==> config.mk <==
export PLATFORM = sky130hd
export DESIGN_NAME = macro_out_bank
export DESIGN_NICKNAME = d
export VERILOG_FILES = /design/src/rtl/mob_pkg.sv /design/src/rtl/mob_host_regs.sv /design/src/rtl/mob_cell_group.sv /design/src/rtl/mob_pin_drive.sv /design/src/rtl/macro_out_bank.sv
export SDC_FILE = /design/constraint.sdc
export NUM_CORES = 1
export LEC_CHECK = 0
export ABC_CLOCK_PERIOD_IN_PS = 1700
export BUFFER_PORTS_ARGS = -buffer_cell sky130_fd_sc_hd__buf_4
export CAP_MARGIN = 10
export CELL_PAD_IN_SITES_DETAIL_PLACEMENT = 0
export CELL_PAD_IN_SITES_GLOBAL_PLACEMENT = 1
export CORE_ASPECT_RATIO = 1.25
export CORE_UTILIZATION = 38
export DETAILED_ROUTE_END_ITERATION = 12
export GPL_TIMING_DRIVEN = 0
export PLACE_DENSITY = 0.93
export SLEW_MARGIN = 15
export SYNTH_ARGS = -nofsm -noshare
export SYNTH_HDL_FRONTEND = slang
export SYNTH_SLANG_ARGS = --single-unit
==> constraint.sdc <==
create_clock -name clk -period 1.7 [get_ports clk]
set_input_delay 0 -clock clk [delete_from_list [all_inputs] [get_ports clk]]
set_output_delay 0 -clock clk [all_outputs]
set_load 0.02 [all_outputs]
==> src/rtl/mob_pkg.sv <==
package mob_pkg;

   // which register class a host address selects
   typedef enum logic [1:0] {
      SEL_CELL = 2'd0,
      SEL_MASK = 2'd1,
      SEL_DIR  = 2'd2,
      SEL_NONE = 2'd3
   } sel_e;

endpackage

==> src/rtl/mob_host_regs.sv <==
// Write-protect and direction registers for one group
module mob_host_regs #(
   parameter int CELLS = 8
) (
   input  logic             clk,
   input  logic             rst_n,
   input  logic             mask_we,
   input  logic             dir_we,
   input  logic [CELLS-1:0] wdata,
   output logic [CELLS-1:0] mask_q,
   output logic [CELLS-1:0] dir_q
);

   always_ff @(posedge clk or negedge rst_n) begin
      if (!rst_n) begin
         mask_q <= '0;
         dir_q  <= '0;
      end else begin
         if (mask_we) mask_q <= wdata;
         if (dir_we)  dir_q  <= wdata;
      end
   end

   assert_mask_load_R6: assert property (@(posedge clk) disable iff (!rst_n)
      mask_we |=> (mask_q == $past(wdata)));

   assert_mask_keep_R6: assert property (@(posedge clk) disable iff (!rst_n)
      !mask_we |=> $stable(mask_q));

   assert_dir_keep_R7: assert property (@(posedge clk) disable iff (!rst_n)
      !dir_we |=> $stable(dir_q));

endmodule

==> src/rtl/mob_cell_group.sv <==
// One group of output macrocells with per-bit host/logic arbitration
module mob_cell_group #(
   parameter int CELLS = 8
) (
   input  logic             clk,
   input  logic             rst_n,
   input  logic             wr_hit,
   input  logic [CELLS-1:0] wdata,
   input  logic [CELLS-1:0] mask,
   input  logic [CELLS-1:0] ld,
   input  logic [CELLS-1:0] nxt,
   output logic [CELLS-1:0] cells
);

   logic [CELLS-1:0] host_take;

   assign host_take = wr_hit ? ~mask : '0;

   for (genvar i = 0; i < CELLS; i++) begin : g_cell
      always_ff @(posedge clk or negedge rst_n) begin
         if (!rst_n)            cells[i] <= 1'b0;
         else if (host_take[i]) cells[i] <= wdata[i];
         else if (ld[i])        cells[i] <= nxt[i];
      end
   end

   assert_masked_hold_R3: assert property (@(posedge clk) disable iff (!rst_n)
      wr_hit |=> (((cells ^ $past(cells)) & $past(mask & ~ld)) == '0));

   assert_host_wins_R5: assert property (@(posedge clk) disable iff (!rst_n)
      wr_hit |=> (((cells ^ $past(wdata)) & $past(~mask)) == '0));

   assert_logic_load_R4: assert property (@(posedge clk) disable iff (!rst_n)
      1'b1 |=> (((cells ^ $past(nxt)) & $past(ld & ~host_take)) == '0));

   assert_idle_hold_R4: assert property (@(posedge clk) disable iff (!rst_n)
      (!wr_hit && ld == '0) |=> $stable(cells));

endmodule

==> src/rtl/mob_pin_drive.sv <==
// Per-cell pin routing; the variant per cell is fixed at elaboration
module mob_pin_drive #(
   parameter int          N         = 16,
   parameter logic [N-1:0] PIN_MODE  = '1,
   parameter logic [N-1:0] TERM_USED = '1
) (
   input  logic [N-1:0] cells,
   input  logic [N-1:0] dir,
   input  logic [N-1:0] oe_term,
   output logic [N-1:0] pin_out,
   output logic [N-1:0] pin_oe
);

   for (genvar i = 0; i < N; i++) begin : g_pin
      if (PIN_MODE[i]) begin : g_port
         assign pin_out[i] = cells[i];
         if (TERM_USED[i]) begin : g_term
            assign pin_oe[i] = oe_term[i] | dir[i];
         end else begin : g_always
            assign pin_oe[i] = 1'b1;
         end
      end else begin : g_node
         assign pin_out[i] = 1'b0;
         assign pin_oe[i]  = 1'b0;
      end
   end

   logic unused_pin_inputs;
   assign unused_pin_inputs = ^{oe_term, dir};

endmodule

==> src/rtl/macro_out_bank.sv <==
module macro_out_bank
   import mob_pkg::*;
#(
   parameter int GROUPS          = 2,
   parameter int CELLS_PER_GROUP = 8,
   parameter int ADDR_W          = 4,
   parameter logic [GROUPS*CELLS_PER_GROUP-1:0] PIN_MODE  = 16'h0FFF,
   parameter logic [GROUPS*CELLS_PER_GROUP-1:0] TERM_USED = 16'hFFF0
) (
   input  logic                              clk,
   input  logic                              rst_n,
   input  logic                              host_wr,
   input  logic [ADDR_W-1:0]                 host_addr,
   input  logic [CELLS_PER_GROUP-1:0]        host_wdata,
   output logic [CELLS_PER_GROUP-1:0]        host_rdata,
   input  logic [GROUPS*CELLS_PER_GROUP-1:0] lgc_ld,
   input  logic [GROUPS*CELLS_PER_GROUP-1:0] lgc_next,
   input  logic [GROUPS*CELLS_PER_GROUP-1:0] oe_term,
   output logic [GROUPS*CELLS_PER_GROUP-1:0] pin_out,
   output logic [GROUPS*CELLS_PER_GROUP-1:0] pin_oe,
   output logic [GROUPS*CELLS_PER_GROUP-1:0] fb_out
);

   localparam int N    = GROUPS * CELLS_PER_GROUP;
   localparam int GW   = (GROUPS > 1) ? $clog2(GROUPS) : 1;
   localparam int NREG = 3 * GROUPS;

   // elaboration-time parameter checks
   if (GROUPS < 1) begin : g_bad_groups
      $error("macro_out_bank: GROUPS must be at least 1");
   end
   if (CELLS_PER_GROUP < 1) begin : g_bad_cells
      $error("macro_out_bank: CELLS_PER_GROUP must be at least 1");
   end
   if (NREG > (1 << ADDR_W)) begin : g_bad_addr
      $error("macro_out_bank: ADDR_W too narrow for the register map");
   end

   // address decode: cells, then protect masks, then direction
   sel_e          sel;
   logic [GW-1:0] grp;

   always_comb begin
      sel = SEL_NONE;
      grp = '0;
      for (int g = 0; g < GROUPS; g++) begin
         if (host_addr == ADDR_W'(g)) begin
            sel = SEL_CELL;
            grp = GW'(g);
         end
         if (host_addr == ADDR_W'(GROUPS + g)) begin
            sel = SEL_MASK;
            grp = GW'(g);
         end
         if (host_addr == ADDR_W'(2 * GROUPS + g)) begin
            sel = SEL_DIR;
            grp = GW'(g);
         end
      end
   end

   logic [CELLS_PER_GROUP-1:0] cell_q [GROUPS];
   logic [CELLS_PER_GROUP-1:0] mask_q [GROUPS];
   logic [CELLS_PER_GROUP-1:0] dir_q  [GROUPS];
   logic [N-1:0]               dir_flat;
   logic [N-1:0]               cell_flat;

   for (genvar g = 0; g < GROUPS; g++) begin : g_grp
      logic hit;
      assign hit = host_wr && (grp == GW'(g));

      mob_host_regs #(
         .CELLS (CELLS_PER_GROUP)
      ) u_regs (
         .clk     (clk),
         .rst_n   (rst_n),
         .mask_we (hit && sel == SEL_MASK),
         .dir_we  (hit && sel == SEL_DIR),
         .wdata   (host_wdata),
         .mask_q  (mask_q[g]),
         .dir_q   (dir_q[g])
      );

      mob_cell_group #(
         .CELLS (CELLS_PER_GROUP)
      ) u_cells (
         .clk    (clk),
         .rst_n  (rst_n),
         .wr_hit (hit && sel == SEL_CELL),
         .wdata  (host_wdata),
         .mask   (mask_q[g]),
         .ld     (lgc_ld[g*CELLS_PER_GROUP +: CELLS_PER_GROUP]),
         .nxt    (lgc_next[g*CELLS_PER_GROUP +: CELLS_PER_GROUP]),
         .cells  (cell_q[g])
      );

      assign cell_flat[g*CELLS_PER_GROUP +: CELLS_PER_GROUP] = cell_q[g];
      assign dir_flat[g*CELLS_PER_GROUP +: CELLS_PER_GROUP]  = dir_q[g];
   end

   // readback, same cycle
   always_comb begin
      unique case (sel)
         SEL_CELL: host_rdata = cell_q[grp];
         SEL_MASK: host_rdata = mask_q[grp];
         SEL_DIR:  host_rdata = dir_q[grp];
         default:  host_rdata = '0;
      endcase
   end

   mob_pin_drive #(
      .N         (N),
      .PIN_MODE  (PIN_MODE),
      .TERM_USED (TERM_USED)
   ) u_pins (
      .cells   (cell_flat),
      .dir     (dir_flat),
      .oe_term (oe_term),
      .pin_out (pin_out),
      .pin_oe  (pin_oe)
   );

   assign fb_out = cell_flat;

   assert_node_quiet_R9: assert property (@(posedge clk) disable iff (!rst_n)
      ((pin_oe | pin_out) & ~PIN_MODE) == '0);

   assert_dir_enables_R7: assert property (@(posedge clk) disable iff (!rst_n)
      ((dir_flat & PIN_MODE) & ~pin_oe) == '0);

   assert_termless_on_R8: assert property (@(posedge clk) disable iff (!rst_n)
      ((PIN_MODE & ~TERM_USED) & ~pin_oe) == '0);

   assert_pin_follows_R9: assert property (@(posedge clk) disable iff (!rst_n)
      ((pin_out ^ fb_out) & PIN_MODE) == '0);

endmodule

# --- Word-level counts from Yosys, hierarchy flattened ---
# Index checks and enable logic that the tools add are counted.
word_totals:
  regBits: 48
  input_bits: 63
  elab_cells: 119
classes:
  magnitude_cmp: 1
  eq_ne: 7
  mux: 53
  n_bitwise: 12
  n_reduce_logical: 26
ops:
  columns: ["op", "n"]
  rows:
  - ["$mux W8", 11]
  - ["$mux W1", 35]
  - ["$reduce_bool A2 Y1", 16]
  - ["$pmux W8 S3", 1]
  - ["$not A8 Y8", 2]
  - ["$mux W2", 6]
  - ["$eq A4 B2 Y1 const B", 2]
  - ["$eq A4 B3 Y1 const B", 2]
  - ["$logic_and A1 B1 Y1", 8]
  - ["$or A1 B1 Y1", 8]
  - ["$eq A4 B1 Y1 const B", 1]
  - ["$logic_not A4 Y1", 1]
  - ["$eq A2 B1 Y1 const B", 1]
  - ["$eq A2 B2 Y1 const B", 1]
  - ["$ge A2 B2 Y1 const B", 1]
  - ["$logic_not A2 Y1", 1]
  - ["$not A1 Y2", 1]
  - ["$not A1 Y1", 1]

# --- Depth between registers and ports, before layout ---
# Gate-level depths: netlist of run 1.
logic_depth:
  word_depth: 11
  ltp_mapped: 7
  ltp_nobuf: 4

# --- Modules after synthesis ---
# Synthesis of run 1 repeated with hierarchy kept, for this count alone.
hier_totals:
  cells_unflattened: 262
  hier_area_um2: 3180.6
modules_own_cells:
  columns: ["mod", "n_inst", "cells_per_inst", "area_per_inst_um2"]
  rows:
  - ["mob_host_regs", 2, 34, 663.1]
  - ["mob_cell_group", 2, 32, 460.4]
  - ["macro_out_bank", 1, 96, 695.7]
  - ["mob_pin_drive", 1, 34, 237.7]

# --- Least setup slack after synthesis of run 1 ---
# No wires, ideal clock.
synth_timing:
  path_type: "input port to output port"
  start: "in host_addr[1]"
  end: "out host_rdata[0]"
  t_arrival_ns: 1.199
  slack_ns: 0.501
  cell_stages: 5
  path_buffers: 2
  cell_sequence: "buf_6 -> nor2b_1 -> clkbuf_1 -> a22oi_1 -> o221ai_1"
synth_via:
  elab_chain_len: 9
synth_lines:
  columns: ["element", "line", "source"]
  rows:
  - ["start, declared", "macro_out_bank.sv:13", "input logic [ADDR_W-1:0] host_addr,"]
  - ["$logic_not A4 Y1 / $eq A4 B1 Y1 (equally long branches)", "macro_out_bank.sv:47", "if (host_addr == ADDR_W'(g)) begin"]
  - ["$mux W2 / $mux W1 (equally long branches)", "macro_out_bank.sv:47", null]
  - ["$mux W2 / $mux W1 (equally long branches)", "macro_out_bank.sv:51", "if (host_addr == ADDR_W'(GROUPS + g)) begin"]
  - ["$mux W2 / $mux W1 (equally long branches)", "macro_out_bank.sv:55", "if (host_addr == ADDR_W'(2 * GROUPS + g)) begin"]
  - ["$mux W2 / $not A1 Y2 (equally long branches)", null, null]
  - ["$mux W2, or another cell as far along", "macro_out_bank.sv:51", null]
  - ["$mux W2, or another cell as far along", "macro_out_bank.sv:55", null]
  - ["$eq A2 B2 Y1, or another cell as far along", "macro_out_bank.sv:103", "unique case (sel)"]
  - ["$pmux W8 S3 (*)", "macro_out_bank.sv:103", null]
  - ["end, declared", "macro_out_bank.sv:15", "output logic [CELLS_PER_GROUP-1:0] host_rdata,"]
# Every way passes the cells marked *; elsewhere a longest branch is shown, timed or not. The select of a mux whose other input is x is not followed.

# --- Final worst setup path of run 1 ---
layout_timing:
  start: "in host_addr[2]"
  end: "out host_rdata[6]"
# The elaborated chain is that of the path after synthesis.

==> results of run 1 <==
==> cell type report <==
| class | count | area, sq um |
|---|---|---|
| Buffer | 35 | 250 |
| Clock buffer | 7 | 86.3 |
| Clock inverter | 1 | 7.51 |
| Fill cell | 616 | 2950 |
| Multi-Input combinational cell | 157 | 1270 |
| Sequential cell | 48 | 1200 |
| Tap cell | 87 | 109 |
| Timing Repair Buffer | 105 | 811 |
==> cells in the mapped netlist (all sizes together) <==
cell    instances
nor2            3
clkbuf          4
o21ai          17
conb            2
or3             1
buf            31
nor3b           1
a22o            7
or2             8
o32a            1
mux2i          26
a22oi           7
o31a           16
or4             1
nand4b          1
dfrtp          48
o221ai          7
nand2          10
nor2b           2
nor3            1
a21o            1
mux2           32
nand2b          3
==> per-layer routing <==
layer,up-vias,global-route usage
met4,0,0.0425
met1,1081,0.211
met2,62,0.343
li1,1061,-
met3,5,0.0332
met5,-,0
==> repair_timing <==
action,in CTS,in global routing
hold endpoints to repair,96,0
hold buffers,9,0
endpoints found under the setup margin,0,1
gates resized for setup,0,2
==> registers in the layout, indices dropped and copies added, names as in the netlist <==
signal / count
g_grp.u_regs.mask_q: 16
g_grp.u_cells.cells: 16
g_grp.u_regs.dir_q: 16
==> report_power, final <==
part	internal [W]	total [W]	leakage [nW]	switching, W
logic	0.000580	0.00104	1.17	0.000464
clock network	0.000331	0.000707	0.0445	0.000376
registers	0.00136	0.00156	0.578	0.000193
total	0.00227	0.00331	1.80	0.00103
==> metrics by stage <==
step | hold slack (ps) | std cells | setup slack, ps
floorplan | -296 | 240 | 501
CTS | 45.5 | 440 | 112
finish | 51.9 | 440 | 130
global placement | 45.7 | 423 | 133
global route | 48.8 | 440 | 13.0
detailed placement | 54.6 | 423 | 116
==> cell families (layout without fill, tap and decap cells) <==
logic type / count (synthesis) / in the layout / synth area share
flip-flops: 48 / 48 / 0.448
buffers and inverters: 35 / 148 / 0.0928
AO/OA/AOI/OAI: 56 / 56 / 0.159
AND/OR/NAND/NOR: 31 / 31 / 0.0671
other: 2 / 12 / 0.00280
multiplexers: 58 / 58 / 0.231
==> critical path, stage by stage <==
cell,delay [ps]
buf_4,110
nor2b_1,350
clkbuf_1,460
a22oi_1,160
o221ai_1,290
buf_4,200
==> worst min-delay path by stage <==
| stage | to | slack, ps | start |
|---|---|---|---|
| after floorplan | g_grp[0].u_cells.cells[0] | -300 | rst_n |
| after global placement | g_grp[0].u_regs.mask_q[7] | 50 | rst_n |
| after detailed placement | g_grp[0].u_cells.cells[7] | 50 | rst_n |
| after CTS | g_grp[0].u_cells.cells[4] | 50 | lgc_next[4] |
| after global routing | g_grp[0].u_cells.cells[4] | 50 | lgc_next[4] |
| final | g_grp[0].u_cells.cells[4] | 50 | lgc_next[4] |
==> results_dict.tcl, run 1 <==
set metrics [dict create \
    status "finished, final reports clean" \
    fmax_mhz 637 \
    dpl_cell_area_sq_mm 0.00355 \
    wl_met3_um 339 \
    drt-wirelength-per-cell_um 15.1 \
    finalHoldViolCount 0 \
    finalSetupViolations 0 \
    grt_remaining_overflow 0 \
    core-area_sq_mm 0.00669 \
    grt_pass1_vias 2039 \
    antenna_cells 0 \
    p_leak_nw 1.80 \
    rsz0062_at_grt "no" \
    clock_latency_ps 300 \
    worstReg2RegStart "g_grp[0].u_cells.cells[6]" \
    clock-root-buffer "clkbuf_8" \
    cp.arrival_ps 1570 \
    highest_layer "met4" \
    start_kind "input port" \
    layout_commonest_cell "buf_4" \
    grt_pass1_wl_um 10100 \
    ff2ff_path_depth 3 \
    route.met2.wl_um 3580 \
    startpoint "host_addr[2]" \
    reg2reg_setup_slack_ps 770 \
    tightest_slew_ps 789 \
    netlist_area_sq_mm 0.00268 \
    firstDrtPassIters 4 \
    grt_start_max_net_pins 49 \
    ant_nets 0 \
    syn2layout_area_growth_pct 39.2 \
    vias 2209 \
    r2r_end "g_grp[0].u_cells.cells[6]" \
    dp_hpwl_um 4770 \
    htree_num_levels 2 \
    antenna_found_initial 0 \
    clk_path_buf_depth 2 \
    synth_top_area_cell "dfrtp_1" \
    drt-total-wl_um 6660 \
    cts_tree "yes" \
    first_iter_violations 89 \
    grt_util_all_layers 0.181 \
    crit_required_ps 1700 \
    crit_type "input port to output pin" \
    whs_path_depth 4 \
    synth_top_area_frac 0.448 \
    final_cell_mix "buf_4, dfrtp_1, mux2_2" \
    period_minus_slack_ps 1570 \
    power.total_w 0.00331 \
    utilization 0.559 \
    drive_gt1_frac 0.510 \
    final-max-slew-violation-count 0 \
    cts_buffers 5 \
    fin_nets 415 \
    worstSetupEndpointType "output pin" \
    initial_utilization 0.401 \
    die_h_um 96.0 \
    p_per_area_mw_per_mm2 885 \
    fp.dieW_um 77.2 \
    path_clk_slew_ps 90 \
    max-slew-margin-rel 0.471 \
    wl_met1_um 2690 \
    crit_path_max_fanout 10 \
    finalCritPeriodShare 0.923 \
    tns_ps 0 \
    gp_congestion 0.829 \
    port_buffers 96 \
    synthDistinctLibCells 28 \
    ys_seq_elements 48 \
    crit_end "host_rdata[6]" \
    die_area_sq_mm 0.00740 \
    yosysWarnings 0 \
    stdcell_area_sq_mm 0.00374 \
    syn_area_per_cell_sq_um 11.7 \
    route.detailed.drc 0 \
    cts_setup_buffers 0 \
    finClkSkew_ps 1.88 \
    cts_sinks 48 \
    rows 33 \
    synth.top_cells.by_area "dfrtp_1, mux2_2, mux2i_1" \
    ys_seq_area_frac 0.448 \
    vias_per_cell 5.02 \
    vdd_drop_max_mv 0.457 \
    worstHoldPathType "input port to flip-flop" \
    io_pins 119 \
    synth_cells 230 \
    cap_violations 0 \
]
No activity file was read; power rests on OpenSTA's default activity.
==> run 2, diff against run 1 <==
- ABC_CLOCK_PERIOD_IN_PS: 1700 -> 2000
- clock period: 1.7 -> 2 ns (I/O delays scaled with it)
==> results_dict.tcl, run 2 (synthesized netlist as in run 1, its figures left out) <==
set metrics [dict create \
    status "finished, final reports clean" \
    rsz0062_at_grt "no" \
    reg.largest.list "g_grp.u_cells.cells: 16 flops, g_grp.u_regs.dir_q: 16 flops, g_grp.u_regs.mask_q: 16 flops" \
    utilization 0.558 \
    r2r_end "g_grp[0].u_cells.cells[6]" \
    worstSetupEndpointType "output pin" \
    clock_latency_ps 300 \
    clock-root-buffer "clkbuf_8" \
    ff2ff_path_depth 3 \
    drt-wirelength-per-cell_um 15.1 \
    stdcell_area_sq_mm 0.00373 \
    core-area_sq_mm 0.00669 \
    period_minus_slack_ps 1590 \
    antenna_cells 0 \
    final-max-slew-violation-count 0 \
    cts_buffers 5 \
    fp.dieW_um 77.2 \
    path_clk_slew_ps 90 \
    rows 33 \
    crit_family "buffers and inverters" \
    syn2layout_area_growth_pct 39.2 \
    slowest_stage "clkbuf_1" \
    drive_gt1_frac 0.507 \
    gp_congestion 0.829 \
    cp_num_buf_inv 3 \
    cp.arrival_ps 1590 \
    crit_type "input port to output pin" \
    fmax_mhz 630 \
    tightest_slew_ps 796 \
    reg2reg_setup_slack_ps 1070 \
    grtUsageMet3 0.0332 \
    htree_num_levels 2 \
    finalHoldViolCount 0 \
    finalCritPeriodShare 0.794 \
    grtUsageMet1 0.211 \
    post-place-ws_ps 416 \
    die_h_um 96.0 \
    grt_util_all_layers 0.181 \
    p_per_area_mw_per_mm2 753 \
    clk_path_buf_depth 2 \
    finalSetupViolations 0 \
    grt_pass1_vias 2039 \
    grt_remaining_overflow 0 \
    min_from "lgc_next[4]" \
    start_kind "input port" \
    cts_tree "yes" \
    port_buffers 96 \
    grt_pass1_wl_um 10100 \
    vias_per_cell 5.03 \
    cap_violations 0 \
    dp_hpwl_um 4770 \
    use_met2 0.343 \
    finClkSkew_ps 1.89 \
    initial_utilization 0.401 \
    worstHoldPathType "input port to flip-flop" \
    worstHoldEndpoint "g_grp[0].u_cells.cells[4]" \
    antenna_found_initial 0 \
    crit_path_max_fanout 10 \
    power.total_w 0.00281 \
    route.detailed.drc 0 \
    cts_setup_buffers 0 \
    drt-total-wl_um 6660 \
    top_usage_layer "met2" \
    cts-resized-gates 0 \
    worstReg2RegStart "g_grp[0].u_cells.cells[6]" \
    whs_path_depth 4 \
    vdd_drop_max_mv 0.389 \
    fin_nets 415 \
    final_cell_mix "buf_4, dfrtp_1, mux2_2" \
    layout_commonest_cell "buf_4" \
    io_pins 119 \
    p_leak_nw 1.79 \
    grt_start_max_net_pins 49 \
    worst_slack_ps 412 \
    crit_required_ps 2000 \
    first_iter_violations 110 \
    dpl_cell_area_sq_mm 0.00355 \
    max-slew-margin-rel 0.466 \
    slowest_delay_ps 480 \
    ant_nets 0 \
    cts_sinks 48 \
    firstDrtPassIters 4 \
    die_area_sq_mm 0.00740 \
    vias 2211 \
    worstPathCellList "buf_6, nor2b_1, clkbuf_1, a22oi_1, o221ai_1, buf_4" \
    tns_ps 0 \
]
## run 2: stage by stage
step	instances	hold slack, ps
2_1_floorplan	240	-296
3_3_place_gp	423	45.7
3_5_place_dp	423	54.6
4_1_cts	440	45.5
5_1_grt	440	48.8
6_report	440	49.8
## run 2: layer usage
layer	routed length [um]	part of all wire
met5	0	0
met4	53	0.0080
met3	350	0.053
met2	3600	0.54
met1	2650	0.40
## run 2: power breakdown
| group | total (W) | internal (W) | switching (W) |
|---|---|---|---|
| Combinational | 0.000887 | 0.000493 | 0.000394 |
| Sequential | 0.00132 | 0.00116 | 0.000162 |
| Clock | 0.000604 | 0.000281 | 0.000323 |
| Total | 0.00281 | 0.00193 | 0.000879 |
## run 2: what timing repair did
item                       in CTS  in global routing
setup endpoints to repair       0                  0
hold endpoints to repair       96                  0
hold buffers                    9                  0
## run 2: area by class of cell
cell class | count | area (sq um)
Buffer | 35 | 249
Multi-Input combinational cell | 157 | 1270
Clock inverter | 1 | 7.51
Timing Repair Buffer | 105 | 811
Clock buffer | 7 | 86.3
Tap cell | 87 | 109
Sequential cell | 48 | 1200
Fill cell | 616 | 2950
## run 2: worst reg2reg max path: cells and delay by family (launching register included)
family	cells	cell delay, ps
DFF	1	420
AOI/OAI and AO/OA	2	230
muxes	1	170
## run 2: worst max-delay path by stage
stage,from,end,slack [ps],cells after the start
2_1_floorplan,host_addr[1],host_rdata[0],800,5
3_3_place_gp,host_addr[2],host_rdata[6],430,6
3_5_place_dp,host_addr[1],host_rdata[6],420,6
4_1_cts,host_addr[1],host_rdata[6],410,6
5_1_grt,host_addr[1],host_rdata[6],270,6
6_report,host_addr[1],host_rdata[6],410,6
==> run 3, diff against run 2 <==
- ABC_CLOCK_PERIOD_IN_PS: 2000 -> 1400
- CORE_UTILIZATION: 38 -> 32
- PLACE_DENSITY: 0.93 -> 0.85
- clock period: 2 -> 1.4 ns (I/O delays scaled with it)
==> results_dict.tcl, run 3 (synthesized netlist as in run 1, its figures left out) <==
set metrics [dict create \
    status "finished, violations left" \
    violations "design-rule violations" \
    cp.arrival_ps 1350 \
    worstReg2RegStart "g_grp[0].u_cells.cells[6]" \
    finClkSkew_ps 5.32 \
    whs_path_depth 4 \
    power.total_w 0.00395 \
    port_buffers 96 \
    cap_violations 0 \
    crit_top_cell "buf_4" \
    startpoint "host_addr[3]" \
    final-max-slew-violation-count 0 \
    drt-total-wl_um 6910 \
    dp_hpwl_um 4880 \
    final_cell_mix "buf_4, dfrtp_1, mux2_2" \
    crit_path_max_fanout 8 \
    grt_pass1_wl_um 10700 \
    fillers 784 \
    p_leak_nw 1.80 \
    layout_commonest_cell "buf_4" \
    ff2ff_path_depth 3 \
    vias_per_cell 4.89 \
    io_pins 119 \
    clock-root-buffer "clkbuf_8" \
    pwr-share-clk 0.197 \
    worstSetupEndpointType "output pin" \
    period_minus_slack_ps 1350 \
    rows 37 \
    clk_path_buf_depth 2 \
    p_per_area_mw_per_mm2 1050 \
    syn2layout_area_growth_pct 39.7 \
    first_iter_violations 110 \
    crit_required_ps 1400 \
    power_frac_comb 0.325 \
    vdd_drop_max_mv 0.421 \
    die_h_um 104 \
    antenna_cells 0 \
    clock_latency_ps 300 \
    tns_ps 0 \
    cts_sinks 48 \
    max-slew-margin-rel 0.442 \
    drive_gt1_frac 0.518 \
    route.detailed.drc 9 \
    tightest_slew_ps 832 \
    initial_utilization 0.328 \
    ant_nets 0 \
    cts_tree "yes" \
    post-place-ws_ps -161 \
    slowest_stage "o221ai_1" \
    die_area_sq_mm 0.00876 \
    antenna_found_initial 0 \
    fin_nets 416 \
    cts_buffers 5 \
    p_sw_w 0.00124 \
    grt_util_all_layers 0.157 \
    cp.depth 8 \
    worstHoldPathType "input port to flip-flop" \
    grt_start_max_net_pins 49 \
    reg2reg_setup_slack_ps 480 \
    path_clk_slew_ps 90 \
    core-area_sq_mm 0.00819 \
    utilization 0.457 \
    fp.dieW_um 83.9 \
    crit_type "input port to output pin" \
    gp_congestion 0.752 \
    firstDrtPassIters 8 \
    htree_num_levels 2 \
    worstPathCellList "buf_4, nand2b_1, buf_2, a21o_1, buf_4, mux2i_1, o221ai_1, buf_4" \
    grt_pass1_vias 2163 \
    grt_remaining_overflow 0 \
    cp_num_buf_inv 4 \
    worst_slack_ps 53.4 \
    crit_end "host_rdata[0]" \
    rsz0062_at_grt "yes" \
    fmax_mhz 743 \
    reg.largest.list "g_grp.u_cells.cells: 16 flops, g_grp.u_regs.dir_q: 16 flops, g_grp.u_regs.mask_q: 16 flops" \
    slowest_delay_ps 220 \
    start_kind "input port" \
    finalHoldViolCount 0 \
    r2r_end "g_grp[0].u_cells.cells[6]" \
    finalCritPeriodShare 0.962 \
    vias 2202 \
    drt-wirelength-per-cell_um 15.3 \
    finalSetupViolations 0 \
    crit_family "buffers and inverters" \
    p_int_w 0.00271 \
    switching_share 0.314 \
    p_seq_frac 0.478 \
]
## run 3: power by group through the flow
stage	Sequential, W	Combinational, W	Clock, W
final	0.00189	0.00128	0.000776
after global routing	0.00193	0.00138	0.000859
after CTS	0.00189	0.00128	0.000809
after detailed placement	0.00192	0.00126	0
after global placement	0.00190	0.00123	0
after floorplan	0.00192	0.000724	0
## run 3: cell type report
class,count,area [sq um],share of cell area
clock inverters,1,5.00,0.00134
repair buffers,106,818,0.218
multi-input cells,157,1280,0.340
clock buffers,6,72.6,0.0194
well taps,97,121,0.0324
flip-flops and latches,48,1200,0.320
plain buffers,35,254,0.0678
## run 3: worst min-delay path by stage
stage / slack (ps) / start / end
after floorplan: -300 / rst_n / g_grp[0].u_cells.cells[0]
after global placement: 40 / rst_n / g_grp[0].u_regs.mask_q[7]
after CTS: 50 / lgc_next[9] / g_grp[1].u_cells.cells[1]
after detailed placement: 50 / rst_n / g_grp[1].u_regs.mask_q[7]
final: 60 / lgc_next[11] / g_grp[1].u_cells.cells[3]
after global routing: 70 / lgc_next[7] / g_grp[0].u_cells.cells[7]
## run 3: tightest hold or removal path, stage by stage
cell and delay [ps]:
buf_4 80, mux2i_1 70, o21ai_2 60, o31a_1 110
## run 3: repair_timing
| action | CTS | global route |
|---|---|---|
| gates resized for setup | 2 | 5 |
| setup endpoints to repair | 7 | 8 |
| hold endpoints to repair | 96 | 0 |
| hold buffers | 9 | 0 |
| buffers inserted | 0 | 1 |
| pin swaps | 0 | 2 |
## run 3: per-stage QoR
stage / hold WS (ps) / instances / cell area (sq um)
floorplan: -296 / 240 / 2720
finish: 56.7 / 450 / 3750
detailed placement: 53.8 / 433 / 3560
global placement: 44.3 / 433 / 3560
CTS: 49.5 / 449 / 3730
global route: 68.6 / 450 / 3750
## run 3: layer usage
| metal | global-route usage | vias to the layer above | routed length [um] |
|---|---|---|---|
| li1 | - | 1064 | - |
| met1 | 0.196 | 1074 | 2980 |
| met4 | 0.0369 | 0 | 51 |
| met2 | 0.279 | 59 | 3580 |
| met3 | 0.0278 | 5 | 293 |
| met5 | 0 | - | 0 |
